`config.mk`:
```
export PLATFORM = sky130hd
export DESIGN_NAME = mmflash_rd_xlat
export DESIGN_NICKNAME = d
export VERILOG_FILES = /design/src/rtl/mmflash_pkg.sv /design/src/rtl/mmflash_cfg_reg.sv /design/src/rtl/mmflash_addr_map.sv /design/src/rtl/mmflash_spi_seq.sv /design/src/rtl/mmflash_rd_xlat.sv
export SDC_FILE = /design/constraint.sdc
export NUM_CORES = 1
export LEC_CHECK = 0
export CAP_MARGIN = 40
export CORE_UTILIZATION = 37
export DETAILED_ROUTE_END_ITERATION = 7
export HOLD_SLACK_MARGIN = 0.08
export PLACE_DENSITY = 0.67
export SKIP_LAST_GASP = 1
export SYNTH_ARGS = -nofsm -noshare
export SYNTH_HDL_FRONTEND = slang
export SYNTH_SLANG_ARGS = --single-unit
```
`constraint.sdc`:
```
create_clock -name clk -period 4.89 [get_ports clk]
set_input_delay 0.7335 -clock clk [delete_from_list [all_inputs] [get_ports clk]]
set_output_delay 0.7335 -clock clk [all_outputs]
set_load 0.005 [all_outputs]
```
`src/rtl/mmflash_pkg.sv`:
```
package mmflash_pkg;

  typedef enum logic [1:0] {
    LANE_X1  = 2'd0,
    LANE_X2  = 2'd1,
    LANE_X4  = 2'd2,
    LANE_RSV = 2'd3
  } lane_mode_e;

  typedef enum logic [2:0] {
    PH_IDLE  = 3'd0,
    PH_CMD   = 3'd1,
    PH_ADDR  = 3'd2,
    PH_DUMMY = 3'd3,
    PH_DATA  = 3'd4,
    PH_GAP   = 3'd5
  } phase_e;

  typedef struct packed {
    logic       lock;
    logic [1:0] burst;
    logic [1:0] alen;
    logic [1:0] dummy;
    lane_mode_e mode;
    logic [7:0] opcode;
  } rd_cfg_t;

  localparam logic [31:0] CFG_MASK = 32'h8303_33FF;

  function automatic rd_cfg_t cfg_decode(input logic [31:0] w);
    rd_cfg_t c;
    c.lock   = w[31];
    c.burst  = w[25:24];
    c.alen   = w[17:16];
    c.dummy  = w[13:12];
    c.mode   = lane_mode_e'(w[9:8]);
    c.opcode = w[7:0];
    return c;
  endfunction

  // log2 of the lane count; the reserved mode falls back to one lane
  function automatic logic [1:0] mode_lg(input lane_mode_e m);
    logic [1:0] r;
    case (m)
      LANE_X2: r = 2'd1;
      LANE_X4: r = 2'd2;
      default: r = 2'd0;
    endcase
    return r;
  endfunction

endpackage

```
`src/rtl/mmflash_cfg_reg.sv`:
```
module mmflash_cfg_reg
  import mmflash_pkg::*;
(
  input  logic        clk,
  input  logic        rst_n,
  input  logic        wr_en,
  input  logic [31:0] wr_data,
  output logic [31:0] cfg_word,
  output rd_cfg_t     cfg
);

  logic [31:0] cfg_q, cfg_d;
  logic        cfg_en;

  assign cfg_en = wr_en && !cfg_q[31];

  always_comb begin
    cfg_d = wr_data & CFG_MASK;
  end

  always_ff @(posedge clk or negedge rst_n) begin
    if (!rst_n) cfg_q <= '0;
    else if (cfg_en) cfg_q <= cfg_d;
  end

  assign cfg_word = cfg_q;
  assign cfg      = cfg_decode(cfg_q);

  assert_lock_frozen_R9: assert property (@(posedge clk) disable iff (!rst_n)
    cfg_q[31] |=> $stable(cfg_q));

  assert_lock_sticky_R9: assert property (@(posedge clk) disable iff (!rst_n)
    cfg_q[31] |=> cfg_q[31]);

endmodule

```
`src/rtl/mmflash_addr_map.sv`:
```
module mmflash_addr_map #(
  parameter int ADDR_W = 29,
  parameter int WIN_W  = 27,
  parameter int NUM_CS = 4
) (
  input  logic [ADDR_W-1:0] addr,
  input  logic              burst,
  output logic [NUM_CS-1:0] cs_sel,
  output logic [31:0]       flash_addr,
  output logic [3:0]        byte_sel
);

  localparam int CS_W = ADDR_W - WIN_W;

  logic [CS_W-1:0] cs_idx;
  logic [31:0]     offset;

  assign cs_idx = addr[ADDR_W-1:WIN_W];
  assign offset = 32'(addr[WIN_W-1:0]);

  for (genvar g = 0; g < NUM_CS; g++) begin : g_cs
    assign cs_sel[g] = (cs_idx == CS_W'(g));
  end

  always_comb begin
    if (burst) begin
      flash_addr = {offset[31:4], 4'h0};
      byte_sel   = offset[3:0];
    end else begin
      flash_addr = offset;
      byte_sel   = 4'h0;
    end
  end

endmodule

```
`src/rtl/mmflash_spi_seq.sv`:
```
module mmflash_spi_seq
  import mmflash_pkg::*;
#(
  parameter int NUM_CS     = 4,
  parameter int DUMMY_UNIT = 8,
  parameter int CNT_W      = 8
) (
  input  logic              clk,
  input  logic              rst_n,
  input  logic              start,
  input  rd_cfg_t           cfg,
  input  logic [31:0]       flash_addr,
  input  logic [NUM_CS-1:0] cs_sel,
  input  logic [3:0]        io_in,
  output logic              idle,
  output logic              sck,
  output logic [NUM_CS-1:0] cs_n,
  output logic [3:0]        io_out,
  output logic [3:0]        io_oe,
  output logic              byte_vld,
  output logic [7:0]        byte_dat,
  output logic [3:0]        byte_idx
);

  phase_e            phase_q, phase_d;
  logic              half_q, half_d;
  logic              sck_q, sck_d;
  logic [NUM_CS-1:0] cs_n_q, cs_n_d;
  logic [31:0]       sh_q, sh_d;
  logic [CNT_W-1:0]  cnt_q, cnt_d;
  logic [2:0]        bitc_q, bitc_d;
  logic [7:0]        rx_q, rx_d, rx_nxt;
  logic [3:0]        bidx_q, bidx_d;
  logic [1:0]        lg_q, lg_d;
  logic              alen4_q, alen4_d;
  logic [1:0]        dum_q, dum_d;
  logic              burst_q, burst_d;
  logic [31:0]       addr_q, addr_d;
  logic              seq_en;

  logic [CNT_W-1:0]  addr_beats, dum_beats, data_beats;
  logic [2:0]        last_bit, lane_n;
  logic              byte_end;

  assign lane_n     = 3'(1 << lg_q);
  assign last_bit   = 3'(7 >> lg_q);
  assign addr_beats = (alen4_q ? CNT_W'(32) : CNT_W'(24)) >> lg_q;
  assign dum_beats  = CNT_W'(dum_q) * CNT_W'(DUMMY_UNIT);
  assign data_beats = (burst_q ? CNT_W'(128) : CNT_W'(8)) >> lg_q;
  assign byte_end   = (phase_q == PH_DATA) && half_q && (bitc_q == last_bit);

  always_comb begin
    case (lg_q)
      2'd0:    rx_nxt = {rx_q[6:0], io_in[1]};
      2'd1:    rx_nxt = {rx_q[5:0], io_in[1:0]};
      default: rx_nxt = {rx_q[3:0], io_in};
    endcase
  end

  // next-state logic
  always_comb begin
    phase_d = phase_q;  half_d  = half_q;  sck_d   = sck_q;   cs_n_d  = cs_n_q;
    sh_d    = sh_q;     cnt_d   = cnt_q;   bitc_d  = bitc_q;  rx_d    = rx_q;
    bidx_d  = bidx_q;   lg_d    = lg_q;    alen4_d = alen4_q; dum_d   = dum_q;
    burst_d = burst_q;  addr_d  = addr_q;
    unique case (phase_q)
      PH_IDLE: begin
        if (start) begin
          phase_d = PH_CMD;
          cs_n_d  = ~cs_sel;
          sh_d    = {cfg.opcode, 24'h0};
          cnt_d   = CNT_W'(7);
          half_d  = 1'b0;
          sck_d   = 1'b0;
          bitc_d  = '0;
          bidx_d  = '0;
          lg_d    = mode_lg(cfg.mode);
          alen4_d = |cfg.alen;
          dum_d   = cfg.dummy;
          burst_d = (cfg.burst == 2'b11);
          addr_d  = flash_addr;
        end
      end
      PH_GAP: phase_d = PH_IDLE;
      default: begin
        if (!half_q) begin
          sck_d  = 1'b1;
          half_d = 1'b1;
        end else begin
          sck_d  = 1'b0;
          half_d = 1'b0;
          if (phase_q == PH_DATA) begin
            rx_d = rx_nxt;
            if (bitc_q == last_bit) begin
              bitc_d = '0;
              bidx_d = bidx_q + 4'd1;
            end else begin
              bitc_d = bitc_q + 3'd1;
            end
          end
          if (cnt_q != '0) begin
            cnt_d = cnt_q - CNT_W'(1);
            sh_d  = (phase_q == PH_CMD) ? (sh_q << 1) : (sh_q << lane_n);
          end else begin
            case (phase_q)
              PH_CMD: begin
                phase_d = PH_ADDR;
                cnt_d   = addr_beats - CNT_W'(1);
                sh_d    = alen4_q ? addr_q : {addr_q[23:0], 8'h0};
              end
              PH_ADDR: begin
                if (dum_q != 2'd0) begin
                  phase_d = PH_DUMMY;
                  cnt_d   = dum_beats - CNT_W'(1);
                end else begin
                  phase_d = PH_DATA;
                  cnt_d   = data_beats - CNT_W'(1);
                end
              end
              PH_DUMMY: begin
                phase_d = PH_DATA;
                cnt_d   = data_beats - CNT_W'(1);
              end
              default: begin
                phase_d = PH_GAP;
                cs_n_d  = '1;
              end
            endcase
          end
        end
      end
    endcase
  end

  assign seq_en = (phase_q != PH_IDLE) || start;

  // state registers
  always_ff @(posedge clk or negedge rst_n) begin
    if (!rst_n) begin
      phase_q <= PH_IDLE; half_q  <= 1'b0; sck_q   <= 1'b0; cs_n_q <= '1;
      sh_q    <= '0;      cnt_q   <= '0;   bitc_q  <= '0;   rx_q   <= '0;
      bidx_q  <= '0;      lg_q    <= '0;   alen4_q <= 1'b0; dum_q  <= '0;
      burst_q <= 1'b0;    addr_q  <= '0;
    end else if (seq_en) begin
      phase_q <= phase_d; half_q  <= half_d; sck_q   <= sck_d;   cs_n_q <= cs_n_d;
      sh_q    <= sh_d;    cnt_q   <= cnt_d;  bitc_q  <= bitc_d;  rx_q   <= rx_d;
      bidx_q  <= bidx_d;  lg_q    <= lg_d;   alen4_q <= alen4_d; dum_q  <= dum_d;
      burst_q <= burst_d; addr_q  <= addr_d;
    end
  end

  // pad drive
  always_comb begin
    io_out = '0;
    io_oe  = '0;
    case (phase_q)
      PH_CMD: begin
        io_out[0] = sh_q[31];
        io_oe     = 4'b0001;
      end
      PH_ADDR: begin
        case (lg_q)
          2'd0: begin io_out[0]   = sh_q[31];    io_oe = 4'b0001; end
          2'd1: begin io_out[1:0] = sh_q[31:30]; io_oe = 4'b0011; end
          default: begin io_out   = sh_q[31:28]; io_oe = 4'b1111; end
        endcase
      end
      default: ;
    endcase
  end

  assign idle     = (phase_q == PH_IDLE);
  assign sck      = sck_q;
  assign cs_n     = cs_n_q;
  assign byte_vld = byte_end;
  assign byte_dat = rx_nxt;
  assign byte_idx = bidx_q;

  assert_one_select_R8: assert property (@(posedge clk) disable iff (!rst_n)
    $onehot0(~cs_n_q));

  assert_sck_needs_select_R10: assert property (@(posedge clk) disable iff (!rst_n)
    (&cs_n_q) |-> !sck_q);

  assert_sck_short_high_R10: assert property (@(posedge clk) disable iff (!rst_n)
    sck_q |=> !sck_q);

endmodule

```
`src/rtl/mmflash_rd_xlat.sv`:
```
module mmflash_rd_xlat
  import mmflash_pkg::*;
#(
  parameter int ADDR_W     = 29,
  parameter int WIN_W      = 27,
  parameter int NUM_CS     = 4,
  parameter int DUMMY_UNIT = 8
) (
  input  logic              clk,
  input  logic              rst_n,
  input  logic              cfg_we,
  input  logic [31:0]       cfg_wdata,
  output logic [31:0]       cfg_rdata,
  input  logic              rd_req,
  input  logic [ADDR_W-1:0] rd_addr,
  output logic              rd_ready,
  output logic [7:0]        rd_data,
  output logic              spi_sck,
  output logic [NUM_CS-1:0] spi_cs_n,
  output logic [3:0]        spi_io_out,
  output logic [3:0]        spi_io_oe,
  input  logic [3:0]        spi_io_in
);

  localparam int CNT_W = 8;

  logic [1:0]        rst_ff;
  logic              rst_sync_n;
  rd_cfg_t           cfg;
  logic [NUM_CS-1:0] cs_sel;
  logic [31:0]       flash_addr;
  logic [3:0]        byte_sel;
  logic              seq_idle, start;
  logic              byte_vld;
  logic [7:0]        byte_dat;
  logic [3:0]        byte_idx;
  logic [3:0]        tgt_q;
  logic              ready_q, ready_d;
  logic [7:0]        rdata_q;
  logic              hit;

  // asynchronous assertion, synchronous release
  always_ff @(posedge clk or negedge rst_n) begin
    if (!rst_n) rst_ff <= 2'b00;
    else        rst_ff <= {rst_ff[0], 1'b1};
  end
  assign rst_sync_n = rst_ff[1];

  mmflash_cfg_reg u_cfg (
    .clk      (clk),
    .rst_n    (rst_n),
    .wr_en    (cfg_we),
    .wr_data  (cfg_wdata),
    .cfg_word (cfg_rdata),
    .cfg      (cfg)
  );

  mmflash_addr_map #(
    .ADDR_W (ADDR_W),
    .WIN_W  (WIN_W),
    .NUM_CS (NUM_CS)
  ) u_map (
    .addr       (rd_addr),
    .burst      (cfg.burst == 2'b11),
    .cs_sel     (cs_sel),
    .flash_addr (flash_addr),
    .byte_sel   (byte_sel)
  );

  assign start = rd_req && seq_idle;

  mmflash_spi_seq #(
    .NUM_CS     (NUM_CS),
    .DUMMY_UNIT (DUMMY_UNIT),
    .CNT_W      (CNT_W)
  ) u_seq (
    .clk        (clk),
    .rst_n      (rst_sync_n),
    .start      (start),
    .cfg        (cfg),
    .flash_addr (flash_addr),
    .cs_sel     (cs_sel),
    .io_in      (spi_io_in),
    .idle       (seq_idle),
    .sck        (spi_sck),
    .cs_n       (spi_cs_n),
    .io_out     (spi_io_out),
    .io_oe      (spi_io_oe),
    .byte_vld   (byte_vld),
    .byte_dat   (byte_dat),
    .byte_idx   (byte_idx)
  );

  assign hit     = byte_vld && (byte_idx == tgt_q);
  assign ready_d = hit;

  always_ff @(posedge clk or negedge rst_sync_n) begin
    if (!rst_sync_n) begin
      tgt_q   <= '0;
      ready_q <= 1'b0;
      rdata_q <= '0;
    end else begin
      ready_q <= ready_d;
      if (start) tgt_q   <= byte_sel;
      if (hit)   rdata_q <= byte_dat;
    end
  end

  assign rd_ready = ready_q;
  assign rd_data  = rdata_q;

  assert_ready_single_R7: assert property (@(posedge clk) disable iff (!rst_sync_n)
    rd_ready |=> !rd_ready);

  assert_ready_after_select_R7: assert property (@(posedge clk) disable iff (!rst_sync_n)
    rd_ready |-> !(&$past(spi_cs_n)));

endmodule

```
==> results.env <==
POWER_LEAKAGE_uW=0.00396
SYNTH-SEQ-CELLS=127
POWER.SHARE.SEQUENTIAL_PCT=42.4
SYNTHDOMINANTCELLAREASHARE_PCT=39.8
AREA_GROWTH_PCT=21.9
YOSYSUNIQUECELLTYPES=78
COMBINED_AREA_OF_THE_MULTI_INPUT_LOGIC_CELLS_UM2=4110
CLK_PIN_SLEW_WORST_PATHS_NS=0.06
WHS_NS=0.250
CLOCK_LATENCY_REPORTED_FOR_THE_LATE_SIDE_OF_THE_WORST_SKEW_PAIR_NS=0.42
MAX-SLEW-MARGIN-REL_PCT=50.1
OUTCOME='complete, no violations'
DRIVE_GT1_SHARE_PCT=16.9
PORT_BUFFERS=92
CRITPATHMAXFANOUT=20
COMBPWRFRAC_PCT=6.7
LARGEST_NET_DEGREE_AT_THE_START_OF_GLOBAL_ROUTING=56
TRITONCTS='built'
ROUTED_WL_UM=20000
DRTANTENNAVIOLNETS=0
CTS_SINKS=127
VIAS_PER_INSTANCE=5.61
GRT_UTIL_ALL_LAYERS_PCT=19.1
VIAS=6373
RSZ0062_AT_GRT='no'
SYNTH-SEQ-AREA-SHARE_PCT=41.2
FLOORPLAN.DIE_AREA_UM2=21500
MIN-DELAY-PATH-CLASS='reg -> async'
REPORT.FINAL.HOLD_VIOL_COUNT=0
DIE_Y_UM=147
CLOCK_TREE.BUFFER_DEPTH=2
TOTALNEGATIVESETUPSLACK_NS=0
SYNTHESIS.AREA_PER_INSTANCE_UM2=9.85
IO-PIN-COUNT=123
ROUTE.DETAILED.DRC=0
CRITICAL_PATH.ENDPOINT_TYPE='output port'
FLOORPLAN.CORE_AREA_UM2=20400
SETUP_VIOL=0
POST_SYNTH_INSTANCE_AREA_UM2=7730
NET-SWITCHING-POWER_uW=570
SETUP.WORST_PATH.START_CLASS='flip-flop'
YS_DOMINANT_REG_CELL='sky130_fd_sc_hd__dfrtp_1'
DETAIL_ROUTE.WL_PER_CELL_UM=17.6
NUMCTSBUFFERS=17
TIMING.CRITICAL_PATH.REQUIRED_NS=4.16
CLOCKPOWERSHARE_PCT=50.9
TIGHTESTPINTRANSITION_NS=0.743
TIMING.FINAL.CRIT_SHARE_PCT=71.9
CLOCK-SKEW-FINAL_NS=0.0110
REPORT.FINAL.SLEW_VIOL_COUNT=0
POWER.SHARE.SWITCHING_PCT=21.5
SYNTH-EDFF-COUNT=0
NETLIST_TOP_CELLS_COUNT='123 x sky130_fd_sc_hd__dfrtp_1, 77 x sky130_fd_sc_hd__nand2_1, 59 x sky130_fd_sc_hd__nor2_1, 59 x sky130_fd_sc_hd__o21ai_0, 57 x sky130_fd_sc_hd__mux2_2'
FILLERINSTANCES=1886
INITIAL_CORE_UTIL_PCT=38.0
WORST_EP_ARRIVAL_TIME_NS=2.78
SYNTH.AREA.TOP_CELLS='sky130_fd_sc_hd__dfrtp_1 40%, sky130_fd_sc_hd__mux2_2 8.3%, sky130_fd_sc_hd__mux2i_1 4.5%, sky130_fd_sc_hd__mux4_2 4.1%, sky130_fd_sc_hd__o21ai_0 3.8%'
CLOCK_ROOT_BUFFER='sky130_fd_sc_hd__clkbuf_16'
REGISTER_AREA_UM2=3190
POST_CTS.RESIZED_INSTANCES=0
DRT_ITER0_DRC=435
FINAL.MIN_CLOCK_PERIOD_NS=3.52
PD_CELLS_nW_PER_UM2=282
POST_CTS_HOLD_BUFFER_COUNT=0
SYNTHESIS.YOSYS.WARNINGS=0
SYNTHDOMINANTAREACELLTYPE='sky130_fd_sc_hd__dfrtp_1'
FIRSTDRTPASSITERS=5
FMAXACHIEVABLE_MHz=284
OVERFLOW=0
POST-SYNTH-TOP-COUNT-CELL='sky130_fd_sc_hd__dfrtp_1'
TIMING.SETUP.CRITICAL_PATH_CLASS='reg -> out'
VDD_IR_DROP_MAX_V=0.000282
SYN_INST=785
CELL_INTERNAL_PWR_uW=2090
ANTENNA_VIOLATIONS_BEFORE_REPAIR=0
DIE_W_UM=147
GP_CONGESTION=0.810
PLACE.DETAILED.HPWL_UM=13200
YS_ASYNC_SR_FRACTION_PCT=100
MAXCAPVIOLCOUNT=0
HTREE_NUM_LEVELS=4
INSERTEDDIODECOUNT=0
GRT_PASS1_WL_UM=32700
POST-CTS-SETUP-BUFFER-COUNT=0
FINISH.NET_COUNT=926
FP-ROW-COUNT=52
VIA_COUNT_OF_THE_FIRST_GLOBAL_ROUTING_PASS=5984
## power groups by stage
stage	Combinational [uW]	Sequential (uW)	Clock (uW)
2_1_floorplan	49.4	1150	0
3_3_place_gp	165	1150	0
3_5_place_dp	180	1140	0
4_1_cts	182	1130	1370
5_1_grt	196	1130	1420
6_report	179	1130	1350
## path summary, 6_finish.rpt
check,from,to,slack [ns],depth (start not counted)
max,u_seq.phase_q[1]$_DFFE_PN0P_,spi_io_out[0],1.37,6
min,rst_ff[1]$_DFF_PN0_,tgt_q[0]$_DFFE_PN0P_,0.25,0
max reg2reg,u_seq.lg_q[0]$_DFFE_PN0P_,u_seq.cnt_q[3]$_DFFE_PN0P_,1.85,7
min reg2reg,rst_ff[1]$_DFF_PN0_,tgt_q[0]$_DFFE_PN0P_,0.25,0
max in group asynchronous,rst_ff[1]$_DFF_PN0_,u_seq.cs_n[1]$_DFFE_PN1P_,3.86,1
min in group clk,rst_ff[0]$_DFF_PN0_,rst_ff[1]$_DFF_PN0_,0.36,0
## logic make-up (layout without fill, tap and decap cells)
| family | count (synthesis) | after routing | share of synthesized area [%] |
|---|---|---|---|
| buf+inv | 93 | 159 | 6.33 |
| simple gates | 240 | 240 | 15.6 |
| mux | 106 | 106 | 16.9 |
| flops | 127 | 127 | 41.2 |
| fa+ha+maj | 5 | 5 | 0.809 |
| other cells | 2 | 16 | 0.0971 |
| compound gates | 205 | 205 | 18.3 |
| xor+xnor | 7 | 7 | 0.793 |
## worst max-delay path, cell delays in order, from the launching register on
cell,delay [ns]
sky130_fd_sc_hd__dfrtp_1,0.72
sky130_fd_sc_hd__nor2b_1,0.49
sky130_fd_sc_hd__nand2_1,0.23
sky130_fd_sc_hd__nor3_1,0.16
sky130_fd_sc_hd__o21ai_0,0.09
sky130_fd_sc_hd__o21ai_0,0.11
sky130_fd_sc_hd__clkdlybuf4s50_1,0.57
## per-layer routing
metal  track usage (%)  part of all wire [%]  up-vias
met4              6.67                   2.0        0
met2              29.0                    46      203
met1              26.9                    47     3154
met3              4.03                   5.1       25
met5                 0                     0        -
li1                  -                     -     2991
## registers in the layout, summed over array words and instances, names as in the netlist, 3 cells and up
name,flops
u_seq.sh_q,32
u_seq.cs_n,4
rd_data,8
tgt_q,4
u_seq.byte_idx,4
u_seq.addr_q,27
u_seq.phase_q,3
u_seq.rx_q,7
u_seq.bitc_q,3
u_seq.cnt_q,8
u_cfg.cfg_word,17
## cell usage in the layout (no fill, tap or decap), drive strengths merged, types with 5 or more instances in the layout
cell type,n
conb,16
clkinv,5
xor2,5
inv,19
buf,16
o22ai,6
nor2b,11
o221ai,5
mux2i,35
a21oi,34
o21ai,61
a32o,14
o31ai,7
clkdlybuf4s50,92
ha,5
clkbuf,22
nand2,80
a22oi,6
o2bb2ai,5
and3,5
a22o,13
a31oi,10
nor2,62
o211ai,6
nand2b,10
a2bb2oi,6
nor3,19
dfrtp,123
mux2,57
mux4,14
a221oi,5
nand3,23
## layout make-up
class                           instances  share of cell area [%]
Multi-Input combinational cell        579                    43.7
Sequential cell                       127                    33.8
Timing Repair Buffer                  108                    11.5
Clock buffer                           22                    4.93
Tap cell                              270                    3.59
Clock inverter                         10                    1.70
Inverter                               19                   0.757
## stage by stage
| stage | cells | instance area, um2 | utilization (%) | total power (uW) | setup WS [ns] |
|---|---|---|---|---|---|
| after global routing | 1135 | 9420 | 46.3 | 2750 | 1.17 |
| after global placement | 1098 | 8720 | 42.8 | 1320 | 1.85 |
| after CTS | 1135 | 9420 | 46.3 | 2680 | 1.38 |
| after detailed placement | 1103 | 8800 | 43.2 | 1320 | 1.84 |
| final | 1135 | 9420 | 46.3 | 2660 | 1.37 |
| after floorplan | 799 | 7780 | - | 1190 | 1.61 |
Power figures use the tool's default switching activity.
